File: config.mk
export PLATFORM = sky130hd
export DESIGN_NAME = reg_scoreboard
export DESIGN_NICKNAME = d
export VERILOG_FILES = /design/src/rtl/scb_pkg.sv /design/src/rtl/scb_src_check.sv /design/src/rtl/scb_next.sv /design/src/rtl/reg_scoreboard.sv
export SDC_FILE = /design/constraint.sdc
export NUM_CORES = 1
export LEC_CHECK = 0
export BUFFER_PORTS_ARGS = -buffer_cell sky130_fd_sc_hd__buf_2
export CAP_MARGIN = 20
export CORE_ASPECT_RATIO = 1.5
export CORE_MARGIN = 8
export CORE_UTILIZATION = 55
export DETAILED_ROUTE_END_ITERATION = 8
export PLACE_DENSITY_LB_ADDON = 0.08
export RECOVER_POWER = 50
export SLEW_MARGIN = 20
export SYNTH_ARGS = -nofsm -noshare
export SYNTH_HDL_FRONTEND = slang
export SYNTH_SLANG_ARGS = --single-unit
File: constraint.sdc
create_clock -name clk_i -period 3.44 [get_ports clk_i]
set_input_delay 0.344 -clock clk_i [delete_from_list [all_inputs] [get_ports clk_i]]
set_output_delay 0.344 -clock clk_i [all_outputs]
set_load 0.01 [all_outputs]
File: src/rtl/scb_pkg.sv
package scb_pkg;
  typedef enum logic [1:0] {
    SRC_UNUSED = 2'd0,
    SRC_READY  = 2'd1,
    SRC_BYPASS = 2'd2,
    SRC_WAIT   = 2'd3
  } src_verdict_e;
endpackage

File: src/rtl/scb_src_check.sv
module scb_src_check
  import scb_pkg::*;
#(
  parameter int NUM_REGS  = 32,
  parameter int IDX_W     = $clog2(NUM_REGS),
  parameter bit BYPASS_EN = 1'b1
) (
  input  logic [NUM_REGS-1:0] busy_i,
  input  logic [IDX_W-1:0]    idx_i,
  input  logic                used_i,
  input  logic                byp_hit_i,
  output src_verdict_e        verdict_o,
  output logic                hazard_o
);
  logic pending;
  logic hit;

  // register 0 is hardwired free
  assign pending = used_i && (idx_i != '0) && busy_i[idx_i];

  generate
    if (BYPASS_EN) begin : g_byp
      assign hit = byp_hit_i;
    end else begin : g_nobyp
      logic unused_hit;
      assign unused_hit = byp_hit_i;
      assign hit = 1'b0;
    end
  endgenerate

  always_comb begin
    if (!used_i)            verdict_o = SRC_UNUSED;
    else if (!pending)      verdict_o = SRC_READY;
    else if (hit)           verdict_o = SRC_BYPASS;
    else                    verdict_o = SRC_WAIT;
  end

  assign hazard_o = (verdict_o == SRC_WAIT);
endmodule

File: src/rtl/scb_next.sv
module scb_next #(
  parameter int NUM_REGS = 32,
  parameter int IDX_W    = $clog2(NUM_REGS)
) (
  input  logic [NUM_REGS-1:0] busy_q_i,
  input  logic                set_en_i,
  input  logic [IDX_W-1:0]    set_idx_i,
  input  logic                clr_en_i,
  input  logic [IDX_W-1:0]    clr_idx_i,
  output logic [NUM_REGS-1:0] busy_d_o
);
  assign busy_d_o[0] = 1'b0;

  genvar k;
  generate
    for (k = 1; k < NUM_REGS; k++) begin : g_bit
      logic set_hit, clr_hit;
      assign set_hit = set_en_i && (set_idx_i == IDX_W'(k));
      assign clr_hit = clr_en_i && (clr_idx_i == IDX_W'(k));
      // set wins over clear on the same entry
      assign busy_d_o[k] = set_hit || (busy_q_i[k] && !clr_hit);
    end
  endgenerate
endmodule

File: src/rtl/reg_scoreboard.sv
module reg_scoreboard
  import scb_pkg::*;
#(
  parameter int NUM_REGS  = 32,
  parameter int IDX_W     = $clog2(NUM_REGS),
  parameter bit BYPASS_EN = 1'b1
) (
  input  logic                clk_i,
  input  logic                rst_ni,
  input  logic                req_valid_i,
  input  logic                req_squash_i,
  input  logic [IDX_W-1:0]    req_rs1_i,
  input  logic                req_rs1_used_i,
  input  logic [IDX_W-1:0]    req_rs2_i,
  input  logic                req_rs2_used_i,
  input  logic [IDX_W-1:0]    req_rd_i,
  input  logic                req_wr_en_i,
  input  logic                byp_hit1_i,
  input  logic                byp_hit2_i,
  input  logic                clr_valid_i,
  input  logic [IDX_W-1:0]    clr_idx_i,
  output logic                issue_o,
  output logic                stall_o,
  output logic [NUM_REGS-1:0] busy_o
);
  localparam int NUM_SRC = 2;

  logic [NUM_REGS-1:0] busy_q, busy_d;
  logic [NUM_SRC-1:0][IDX_W-1:0] src_idx;
  logic [NUM_SRC-1:0] src_used, src_hit, src_hazard;
  src_verdict_e [NUM_SRC-1:0] src_verdict;
  logic live, any_hazard, set_en;

  assign src_idx  = {req_rs2_i, req_rs1_i};
  assign src_used = {req_rs2_used_i, req_rs1_used_i};
  assign src_hit  = {byp_hit2_i, byp_hit1_i};

  genvar s;
  generate
    for (s = 0; s < NUM_SRC; s++) begin : g_src
      scb_src_check #(
        .NUM_REGS (NUM_REGS),
        .IDX_W    (IDX_W),
        .BYPASS_EN(BYPASS_EN)
      ) i_src_check (
        .busy_i   (busy_q),
        .idx_i    (src_idx[s]),
        .used_i   (src_used[s]),
        .byp_hit_i(src_hit[s]),
        .verdict_o(src_verdict[s]),
        .hazard_o (src_hazard[s])
      );
    end
  endgenerate

  assign live       = req_valid_i && !req_squash_i;
  assign any_hazard = |src_hazard;
  assign stall_o    = live && any_hazard;
  assign issue_o    = live && !any_hazard;
  assign set_en     = issue_o && req_wr_en_i;

  scb_next #(
    .NUM_REGS(NUM_REGS),
    .IDX_W   (IDX_W)
  ) i_next (
    .busy_q_i (busy_q),
    .set_en_i (set_en),
    .set_idx_i(req_rd_i),
    .clr_en_i (clr_valid_i),
    .clr_idx_i(clr_idx_i),
    .busy_d_o (busy_d)
  );

  always_ff @(posedge clk_i or negedge rst_ni) begin
    if (!rst_ni) busy_q <= '0;
    else         busy_q <= busy_d;
  end

  assign busy_o = busy_q;
endmodule

Word level (Yosys, flattened, before mapping)

Cells that the tools add are included.
Widths: inputs -> output; s select.

Order comparisons: 2
Equal/unequal tests: 64
Muxes and demuxes: 10
Reductions and logical operators: 168

Operators by type and width:

| kind               | count |
|---|---|
| $eq 5x5->1 const B | 32 |
| $logic_and 1x1->1  | 101 |
| $eq 5x4->1 const B | 16 |
| $eq 5x3->1 const B | 8 |
| $logic_not 1->1    | 33 |
| $logic_or 1x1->1   | 31 |
| $eq 5x2->1 const B | 4 |
| $lt 5x6->1 const B | 2 |
| $bmux 1 s5         | 2 |
| $eq 5x1->1 const B | 2 |
| $reduce_bool 5->1  | 2 |
| $mux 2             | 4 |
| $eq 2x2->1 const B | 2 |
| $mux 1             | 4 |
| $reduce_or 2->1    | 1 |

Register bits after elaboration: 31
Output and inout bits: 34

Longest topological paths before layout

Gate-level depths: netlist of run 1.

Depth after elaboration: 12
Depth in mapped cells: 8
Gate-level depth less buffers: 6

Cells and area by module

From an unflattened synthesis of run 1, not the netlist that was laid out.

Cell total of the unflattened synthesis: 211
Area total of the unflattened synthesis: 2,165.8 µm²

By module, submodules not included:

| module         | times used | cells each | area each (µm²) |
|---|---|---|---|
| reg_scoreboard | 1          | 36         | 842.1 |
| scb_src_check  | 2          | 38         | 382.9 |
| scb_next       | 1          | 99         | 558.0 |

Least setup slack after synthesis of run 1

No wires, ideal clock.

Path kind: input port to output port
Start: input port req_rs1_i[0]
End: output port issue_o
Arrival time: 2,128 ps
Data required time: 3,096 ps
Slack: 968 ps
Stages: 7
Path buffers: 2
Cell sequence: buf_6 mux4_1 mux2_2 a211oi_2 o22ai_2 buf_6 nor3b_1

Longest elaborated chain between the ends: 9
Elaborated cells between the ends (all ways): 11
Those cells by class: eq/ne (1); mux (4); reduce/logical (6)

Ends and longest elaborated chain:

| element                                                           | RTL line             | text |
|---|---|---|
| start: declaration                                                | reg_scoreboard.sv:12 | `input logic [IDX_W-1:0] req_rs1_i,` |
| $bmux 1 s5 or $reduce_bool 5->1 (tied branches)                   | scb_src_check.sv:19  | `assign pending = used_i && (idx_i != '0) && busy_i[idx_i];` |
| $mux 1 (implied by the code) or $logic_and 1x1->1 (tied branches) | scb_src_check.sv:19  |  |
| $logic_and 1x1->1 *                                               | scb_src_check.sv:19  |  |
| $mux 2 *                                                          | scb_src_check.sv:33  | `else if (!pending) verdict_o = SRC_READY;` |
| $mux 2 *                                                          | scb_src_check.sv:32  | `if (!used_i) verdict_o = SRC_UNUSED;` |
| $eq 2x2->1 *                                                      | scb_src_check.sv:38  | `assign hazard_o = (verdict_o == SRC_WAIT);` |
| $reduce_or 2->1 *                                                 | reg_scoreboard.sv:57 | `assign any_hazard = \|src_hazard;` |
| $logic_not 1->1 *                                                 | reg_scoreboard.sv:59 | `assign issue_o = live && !any_hazard;` |
| $logic_and 1x1->1 *                                               | reg_scoreboard.sv:59 |  |
| end: declaration                                                  | reg_scoreboard.sv:22 | `output logic issue_o,` |

Every way passes the cells marked *; elsewhere a longest branch is shown, timed or not. The select of a mux whose other input is x is not followed.

Worst setup path after layout of run 1

Start: register busy_q[31], in the netlist busy_o[31]
End: output port issue_o

Longest elaborated chain between the ends: 9
Elaborated cells between the ends (all ways): 15
Those cells by class: eq/ne (2); mux (8); reduce/logical (5)

Ends and longest elaborated chain:

| element                      | RTL line             | text |
|---|---|---|
| start: declaration           | reg_scoreboard.sv:28 | `logic [NUM_REGS-1:0] busy_q, busy_d;` |
| start signal: assignment     | reg_scoreboard.sv:76 | `else busy_q <= busy_d;` |
| $bmux 1 s5                   | scb_src_check.sv:19  |  |
| $mux 1 (implied by the code) | scb_src_check.sv:19  |  |
| $logic_and 1x1->1            | scb_src_check.sv:19  |  |
| $mux 2                       | scb_src_check.sv:33  |  |
| $mux 2                       | scb_src_check.sv:32  |  |
| $eq 2x2->1                   | scb_src_check.sv:38  |  |
| $reduce_or 2->1 *            | reg_scoreboard.sv:57 |  |
| $logic_not 1->1 *            | reg_scoreboard.sv:59 |  |
| $logic_and 1x1->1 *          | reg_scoreboard.sv:59 |  |

Marks and branches as above.

==> results.txt, run 1 <==
post-cts resize count = 0
Critical Path End = issue_o
failing checks = max-capacitance violations, max-slew violations
Setup TNS = 0 ns
Reg clk slew, reported paths = 0.05 ns
Core Region = 3650 um2
CTS Buf Count = 5
status = finished with violations
chip height = 91.4 um
Total Routing Usage GR = 0.208
final hold viol count = 0
postcts setup bufs = 0
Max Cap Viol = 1
CP Data Arrival Time = 2.26 ns
Top Family by Delay on Critical Path = multiplexers
synthesized area per cell = 10.3 um2
vias post-DR = 1,966
kind of critical path = reg -> out
DR DRC count = 0
worst vdd ir = 0.307 mV
sequential area share after synthesis = 0.372
Port Buffers = 62
post-route ant nets = 0
power density cells = 395 nW/um2
die width = 66.3 um
Initial Utilization = 0.571
pin count of the biggest net entering global routing = 32
H-tree Lvls = 2
reg2reg start = busy_o[31]
fin. max-slew vios = 32
Final min period = 2.61 ns
Worst setup EP type = output port
fillcell total = 336
Max Clock Freq = 384 MHz
Min Hold Slack = 0.464 ns
gr ovfl total = 0
Rows = 27
YS warnings = 0
Multi-input gate area = 1200 um2
capture point of the worst reg-to-reg path = busy_o[19]
crit path cell chain = mux4_2 -> mux2i_1 -> nor4bb_1 -> nor3_1 -> o22ai_2 -> nor3b_1 -> buf_2
TritonCTS clock tree = built
final count of negative-setup-slack endpoints = 0
worst-margin pin slew = 1.64 ns
Pleak = 1.05 nW
CP max stage delay = 0.48 ns
Tot Pwr = 953 uW
DRT Pass-1 Iters = 4
Final nets = 290
Diodes inserted = 0
initial antenna violation count = 0
routed wire length = 6230 um
hold_buf cts = 0
Main synth FF type = dfrtp_1
full die area = 6050 um2
net count after synthesis = 233
synthesized instance count = 203
vias in the first global route = 2,046
crit path max fanout = 4
area of the mapped netlist = 2080 um2
Post-synth EDFFs = 0
first-pass GRT wire length = 9940 um
Fin Clk Skew = 0.00261 ns
Worst Hold Class = in -> reg
IO Pins = 64
crit start category = flip-flop
clock sinks = 31
DRT iter0 DRCs = 207
post-synthesis register bit count = 31
required time of the critical path = 3.10 ns
area taken by flip-flops and latches = 776 um2
Final Cycle Share = 0.757
asr flop ratio synth = 1.00
Max Root-Sink Buffers = 2
Finished Core Util = 0.662
Synth-to-Final Area Change = 15.9%
flip-flop count of the largest register after layout = 31
CP startpoint = busy_o[31]
HPWL Detailed = 4820 um
Worst R2R Path Depth = 7
Clock Tree Root = clkbuf_8
RSZ-0062 raised after global routing = false
Crit. path cell count = 7
Relative slew margins = -0.0916
reg2reg setup slack = 1.13 ns
share of layout cells above drive strength 1 = 0.259
slowest stage cell, crit path = mux4_2
clk_lat worst skew = 0.28 ns
Vias/cell = 6.51
wire per inst = 20.6 um
CP bufs+invs = 1
Yosys cell types = 40
GPL Wtd Cong = 0.871
-- synth_stat cells, types with 2 or more instances --
library cell,n,area share
a2111oi_0,2,0.0084
mux4_1,4,0.050
clkbuf_1,3,0.0054
a31oi_1,2,0.0060
nand2b_1,7,0.021
nor3b_1,2,0.0072
or2_2,3,0.0090
nand4b_1,3,0.013
o31ai_1,31,0.11
mux4_2,7,0.076
mux2_2,3,0.016
nor2b_1,8,0.024
nand2_1,15,0.027
a21oi_1,2,0.0048
buf_6,5,0.027
nand3b_1,2,0.0072
buf_1,3,0.0054
o21ai_0,31,0.074
nor4_1,3,0.0090
nand3_1,7,0.017
dfrtp_1,31,0.37
inv_1,3,0.0054
nor2_1,4,0.0072
mux2i_1,6,0.029
-- logic make-up (layout without fill, tap and decap cells) --
kind of cell / Yosys count / count (layout) / share of synthesized area
and+or+nand+nor: 61 / 61 / 0.167
AOI/OAI and AO/OA: 74 / 74 / 0.238
DFF: 31 / 31 / 0.372
muxes: 20 / 20 / 0.171
other: 1 / 1 / 0.00180
buffers and inverters: 16 / 72 / 0.0492
-- worst min-delay path by stage --
| stage | start | endpoint | slack, ns | depth (start not counted) |
|---|---|---|---|---|
| finish | req_rd_i[1] | busy_o[5] | 0.46 | 4 |
| global placement | rst_ni | busy_o[26] | 0.41 | 1 |
| CTS | rst_ni | busy_o[26] | 0.11 | 1 |
| detailed placement | rst_ni | busy_o[26] | 0.41 | 1 |
| floorplan | rst_ni | busy_o[10] | 0.05 | 0 |
| global route | req_rd_i[1] | busy_o[4] | 0.49 | 4 |
-- through the flow --
| stage | std cells | cell area (um2) | setup slack [ns] |
|---|---|---|---|
| 4_1_cts | 302 | 2440 | 0.842 |
| 5_1_grt | 302 | 2410 | 0.756 |
| 3_5_place_dp | 296 | 2360 | 0.840 |
| 2_1_floorplan | 203 | 2080 | 0.968 |
| 3_3_place_gp | 296 | 2360 | 0.918 |
| 6_report | 302 | 2410 | 0.834 |
-- layout by cell type (no fill, tap or decap), types with 2 or more instances in the layout --
master | Yosys | routed
a2111oi_0 | 2 | 2
a21oi_1 | 2 | 2
a31oi_1 | 2 | 2
buf_2 | 1 | 45
clkbuf_1 | 3 | 18
clkbuf_8 | 0 | 5
dfrtp_1 | 31 | 31
inv_1 | 3 | 3
mux2_2 | 3 | 3
mux2i_1 | 6 | 6
mux4_1 | 4 | 4
mux4_2 | 7 | 7
nand2_1 | 15 | 15
nand2b_1 | 7 | 7
nand3_1 | 7 | 7
nand3b_1 | 2 | 2
nand4b_1 | 3 | 3
nor2_1 | 4 | 4
nor2b_1 | 8 | 8
nor3b_1 | 2 | 2
nor4_1 | 3 | 3
o21ai_0 | 31 | 31
o31ai_1 | 31 | 31
or2_2 | 3 | 3
-- layer usage --
layer / share of wire / track usage / wire (um)
met5: 0 / 0 / 0
met4: 0.030 / 0.104 / 189
met3: 0.068 / 0.0480 / 424
met2: 0.50 / 0.340 / 3100
met1: 0.40 / 0.245 / 2510
-- report_power, final --
part / switching (mW) / total [mW] / internal, mW
Clock: 0.116 / 0.251 / 0.134
Sequential: 0.0458 / 0.452 / 0.406
Combinational: 0.142 / 0.251 / 0.110
Total: 0.304 / 0.953 / 0.650
-- final cells by class --
cell class                      instances  share of cell area
Sequential cell                        31               0.321
Timing Repair Buffer                   63               0.123
Multi-Input combinational cell        156               0.499
Tap cell                               43              0.0223
Clock buffer                            6              0.0301
Inverter                                3             0.00466
-- worst min-delay path: cells and delay by family --
family / cells / cell delay (ns)
simple gates: 2 / 0.19
buf+inv: 1 / 0.08
compound gates: 1 / 0.08
Note: power is estimated with default switching activity, not from simulation.
==> run 2: changes to the inputs <==
- CORE_UTILIZATION: 55 -> 46
- clock period: 3.44 -> 2.2 ns (I/O delays scaled with it)
==> run 2 against run 1 <==
The flow finishes with violations (max-capacitance violations, max-slew violations, negative setup slack). Flip-flop and latch count unchanged. Global-route usage up 1.3 points. Worst hold slack worse by 0.038 ns. Design area up 36%. Total power up 110%. Sequential power up 51%. Routed wire length up 33%. Setup slack worse by 1.0 ns. Sequential share of layout area down 8.4 points. Critical endpoint is now busy_o[22].
==> results.txt, run 2 (same netlist as run 1, synthesis figures left out) <==
status = finished with violations
failing checks = max-capacitance violations, max-slew violations, negative setup slack
Clock Tree Root = clkbuf_8
routed wire length = 8300 um (+33%)
clock sinks = 31 (unchanged)
Rows = 30 (+11%)
post-route ant nets = 0 (unchanged)
Diodes inserted = 0 (unchanged)
required time of the critical path = 2.39 ns (-0.71 ns)
Synth-to-Final Area Change = 57.1%
power density cells = 615 nW/um2 (+56%)
HPWL Detailed = 5610 um (+16%)
Final nets = 328 (+13%)
initial antenna violation count = 0 (unchanged)
Fin Clk Skew = 0.00795 ns (+0.00534 ns)
Max Cap Viol = 1 (unchanged)
full die area = 6980 um2 (+15%)
pin count of the biggest net entering global routing = 32 (unchanged)
pre-CTS WS = -0.156 ns (-0.996 ns)
final count of negative-setup-slack endpoints = 30 (+30)
Max Clock Freq = 415 MHz
Relative slew margins = -0.0784 (+0.0133)
Vias/cell = 6.66 (+2.3%)
Finished Core Util = 0.739 (+0.0771)
worst-margin pin slew = 1.62 ns (-0.0199 ns)
die width = 70.9 um (+7.1%)
share of layout cells above drive strength 1 = 0.525 (+0.266)
vias post-DR = 2,310 (+17%)
Post-Place Cells = 331 (+12%)
worst vdd ir = 0.514 mV (+67%)
Top Family by Delay on Critical Path = multiplexers
Core Region = 4430 um2 (+21%)
flip-flop count of the largest register after layout = 31 (unchanged)
CP max stage delay = 0.46 ns (-0.02 ns)
Pleak = 1.42 nW (+36%)
DR DRC count = 0 (unchanged)
first-pass GRT wire length = 12,200 um (+23%)
Reg clk slew, reported paths = 0.08 ns (+0.03 ns)
final hold viol count = 0 (unchanged)
DRT Pass-1 Iters = 6 (+2)
Final min period = 2.41 ns
RSZ-0062 raised after global routing = true
Total Routing Usage GR = 0.222 (+0.0133)
chip height = 98.4 um (+7.7%)
CP Data Arrival Time = 2.60 ns (+0.34 ns)
IO Pins = 64 (unchanged)
Worst Hold Class = in -> reg
fin. max-slew vios = 32 (unchanged)
crit start category = flip-flop
fin worst setup slack = -0.209 ns (-1.04 ns)
crit path max fanout = 8 (+4)
clk_lat worst skew = 0.30 ns (+0.02 ns)
Initial Utilization = 0.470 (-0.101)
CP bufs+invs = 3 (+2)
CTS Buf Count = 5 (unchanged)
vias in the first global route = 2,332 (+14%)
Worst setup EP type = flip-flop
kind of critical path = reg -> reg
crit path cell chain = mux4_2 -> mux2_4 -> a211oi_4 -> o22ai_4 -> buf_4 -> buf_6 -> clkbuf_16 -> o31ai_4
DRT iter0 DRCs = 110 (-47%)
commonest non-fill, non-tap cell in the layout = buf_2
TritonCTS clock tree = built
wire per inst = 23.9 um (+16%)
GPL Wtd Cong = 0.902 (+3.5%)
most frequent cells in the layout = buf_2, buf_4, o21ai_0, dfrtp_1, o31ai_4
gr ovfl total = 0 (unchanged)
H-tree Lvls = 2 (unchanged)
slowest stage cell, crit path = mux4_2
Final Cycle Share = 1.09
Max Root-Sink Buffers = 2 (unchanged)
fillcell total = 292 (-13%)
Finished Layout Cells = 347 (+15%)
Port Buffers = 62 (unchanged)
run 2: cell count changes in the layout (fill, tap and decap cells not counted), moves of 15 or more:
cell,change
clkbuf_1,-16
buf_4,+32
o31ai_1,-30
o31ai_4,+28
buf_2,+15
run 2: repair_timing:
item | in CTS | in global routing
buffers inserted | 3 | 2
gates resized for setup | 41 | 34
cloned | 0 | 2
hold endpoints to repair | 31 | 0
hold buffers | 1 | 0
setup endpoints to repair | 27 | 31
pin swaps | 7 | 8
run 2: metal layers:
| layer | up-vias | track usage | share of wire |
|---|---|---|---|
| li1 | 995 | - | - |
| met1 | 1144 | 0.246 | 0.38 |
| met2 | 136 | 0.383 | 0.51 |
| met3 | 35 | 0.0498 | 0.070 |
| met4 | 0 | 0.113 | 0.042 |
| met5 | - | 0 | 0 |
run 2: cell type report:
type | count | area [um2] | area share
clock buffer | 6 | 82.6 | 0.0252
clock inverter | 2 | 35.0 | 0.0107
inverter | 3 | 11.3 | 0.00344
multi-input combinational | 156 | 1640 | 0.502
sequential | 31 | 776 | 0.237
tap | 48 | 60.1 | 0.0183
timing repair buffer | 101 | 667 | 0.204
run 2: report_power, final:
part           total [mW]  internal [mW]  switching, mW  leakage, nW
Sequential          0.684          0.633         0.0509        0.420
Clock               0.611          0.367          0.244       0.0612
Combinational       0.717          0.337          0.380        0.943
run 2: path summary, 6_finish.rpt:
kind                               from          to  slack [ns]  cells after the start
max reg2reg                   busy_o[8]  busy_o[22]       -0.21                      8
max                           busy_o[8]  busy_o[22]       -0.21                      8
min in group asynchronous        rst_ni   busy_o[8]        0.86                      2
max in group asynchronous        rst_ni  busy_o[23]        0.39                      2
min reg2reg                  busy_o[12]  busy_o[12]        0.67                      3
min                        clr_idx_i[0]  busy_o[12]        0.43                      4
run 2: worst reg2reg max path: stages, from the launching register on:
cell	delay, ns
dfrtp_1	0.43
mux4_2	0.46
mux2_4	0.30
a211oi_4	0.23
o22ai_4	0.13
buf_4	0.16
buf_6	0.14
clkbuf_16	0.19
o31ai_4	0.26
run 2: through the flow:
stage | total power [mW] | cell area, um2 | setup TNS [ns] | hold WS (ns)
global route | 2.08 | 3270 | -5.70 | 0.447
finish | 2.01 | 3270 | -4.37 | 0.426
floorplan | 0.942 | 2090 | 0 | -0.0756
detailed placement | 1.21 | 2600 | -2.68 | 0.283
global placement | 1.20 | 2600 | -1.65 | 0.287
CTS | 1.87 | 2950 | -0.574 | 0.338
==> run 3: changes to the inputs <==
- TNS_END_PERCENT: default -> 30
==> run 3 against run 2 <==
The run still ends with max-capacitance violations, max-slew violations, negative setup slack left. First-iteration DRC count fell by 16%. Largest power group is now sequential cells. Sequential share of layout area rose by 1.2 points. Highest routed layer unchanged. Core utilization fell by 3.7 points. Combinational power fell by 8.8%. Flip-flop and latch count did not move. Setup slack improved by 0.0067 ns.
==> results.txt, run 3 (same netlist as run 1, synthesis figures left out) <==
Final nets = 326 (-0.61%)
Final min period = 2.40 ns (-0.00672 ns)
die width = 70.9 um (unchanged)
HPWL Detailed = 5610 um (unchanged)
flip-flop count of the largest register after layout = 31 (unchanged)
Synth-to-Final Area Change = 49.3%
worst vdd ir = 0.602 mV (+17%)
crit path max fanout = 12 (+4)
fin worst setup slack = -0.202 ns (+0.00672 ns)
kind of critical path = reg -> reg
worst-margin pin slew = 1.61 ns (-0.0116 ns)
first-pass GRT wire length = 12,000 um (-2.4%)
IO Pins = 64 (unchanged)
RSZ-0062 raised after global routing = true
Core Region = 4430 um2 (unchanged)
vias post-DR = 2,204 (-4.6%)
failing checks = max-capacitance violations, max-slew violations, negative setup slack
most frequent cells in the layout = buf_2, buf_4, o21ai_0, dfrtp_1, o31ai_4
GPL Wtd Cong = 0.902 (unchanged)
post-route ant nets = 0 (unchanged)
Worst Hold Class = in -> reg
Max Cap Viol = 1 (unchanged)
commonest non-fill, non-tap cell in the layout = buf_2
TritonCTS clock tree = built
reg2reg setup slack = -0.20 ns (about the same)
Initial Utilization = 0.470 (unchanged)
crit start category = flip-flop
Post-Place Cells = 331 (unchanged)
Rows = 30 (unchanged)
Setup TNS = -3.85 ns (+0.523 ns)
CTS Buf Count = 5 (unchanged)
CP Data Arrival Time = 2.58 ns (-0.02 ns)
DRT iter0 DRCs = 92 (-16%)
routed wire length = 7620 um (-8.2%)
required time of the critical path = 2.38 ns (about the same)
Max Clock Freq = 416 MHz (+0.28%)
gr ovfl total = 0 (unchanged)
fin. max-slew vios = 32 (unchanged)
Final Cycle Share = 1.09 (-0.00305)
Diodes inserted = 0 (unchanged)
pin count of the biggest net entering global routing = 32 (unchanged)
final hold viol count = 0 (unchanged)
chip height = 98.4 um (unchanged)
Max Root-Sink Buffers = 2 (unchanged)
Port Buffers = 62 (unchanged)
Reg clk slew, reported paths = 0.07 ns (about the same)
Clock Tree Root = clkbuf_8
H-tree Lvls = 2 (unchanged)
Pleak = 1.38 nW (-2.8%)
Relative slew margins = -0.0706 (+0.00774)
status = finished with violations
clock sinks = 31 (unchanged)
wire per inst = 22.1 um (-7.7%)
Vias/cell = 6.39 (-4.0%)
vias in the first global route = 2,287 (-1.9%)
clk_lat worst skew = 0.30 ns (about the same)
DR DRC count = 0 (unchanged)
full die area = 6980 um2 (unchanged)
share of layout cells above drive strength 1 = 0.505 (-0.0200)
Fin Clk Skew = 0.00390 ns (-0.00405 ns)
Total Routing Usage GR = 0.214 (-0.00802)
power density cells = 623 nW/um2 (+1.4%)
Finished Layout Cells = 345 (-0.58%)
final count of negative-setup-slack endpoints = 30 (unchanged)
DRT Pass-1 Iters = 4 (-2)
Worst setup EP type = flip-flop
initial antenna violation count = 0 (unchanged)
## run 3: cell types whose count changed in the layout (fill, tap and decap cells not counted)
cell	delta
o31ai_1	+5
o31ai_4	-10
o31ai_2	+5
clkbuf_16	-2
## run 3: through the flow
stage | power (mW) | setup WS [ns] | instance area (um2) | hold slack, ns | utilization
3_5_place_dp | 1.21 | -0.156 | 2600 | 0.283 | 0.587
4_1_cts | 1.84 | -0.165 | 2850 | 0.320 | 0.643
5_1_grt | 2.02 | -0.239 | 3110 | 0.431 | 0.702
6_report | 1.94 | -0.202 | 3110 | 0.411 | 0.702
3_3_place_gp | 1.20 | -0.127 | 2600 | 0.287 | 0.587
2_1_floorplan | 0.942 | 0.0463 | 2090 | -0.0756 | -
## run 3: cell type report
type                    instances  area (um2)
clock buffers                   6        82.6
clock inverters                 2        35.0
fillers                       328        1320
inverters                       3        11.3
multi-input cells             156        1530
flip-flops and latches         31         776
well taps                      48        60.1
repair buffers                 99         617
## run 3: final timing paths
path,startpoint,end,cells past startpoint
max in group asynchronous,rst_ni,busy_o[25],2
max,busy_o[8],busy_o[3],8
min,req_rd_i[1],busy_o[21],4
min in group asynchronous,rst_ni,busy_o[8],2
min reg2reg,busy_o[19],busy_o[19],2
max reg2reg,busy_o[8],busy_o[3],8
## run 3: per-layer routing
metal,up-vias,track usage,share of wire
li1,984,-,-
met1,1095,0.242,0.39
met2,102,0.376,0.51
met3,23,0.0478,0.064
met4,0,0.0821,0.031
met5,-,0,0
## run 3: critical path: stages (launching register included)
cell and delay (ns):
dfrtp_1 0.44, mux4_2 0.46, mux2_4 0.30, a211oi_4 0.23, o22ai_4 0.13, buf_4 0.16, buf_6 0.12, buf_12 0.15
o31ai_1 0.30
## run 3: where the power goes
part           internal [mW]  switching [mW]  total, mW
Combinational          0.310           0.345      0.654
Clock                  0.366           0.234      0.601
Sequential             0.634          0.0508      0.684
Total                   1.31           0.630       1.94
## run 3: repair_timing
item / in CTS / in global routing
hold buffers: 1 / 0
gates resized for setup: 21 / 39
buffers inserted: 3 / 2
setup endpoints to repair: 27 / 31
endpoints found under the hold margin: 31 / 0
pin swaps: 7 / 5
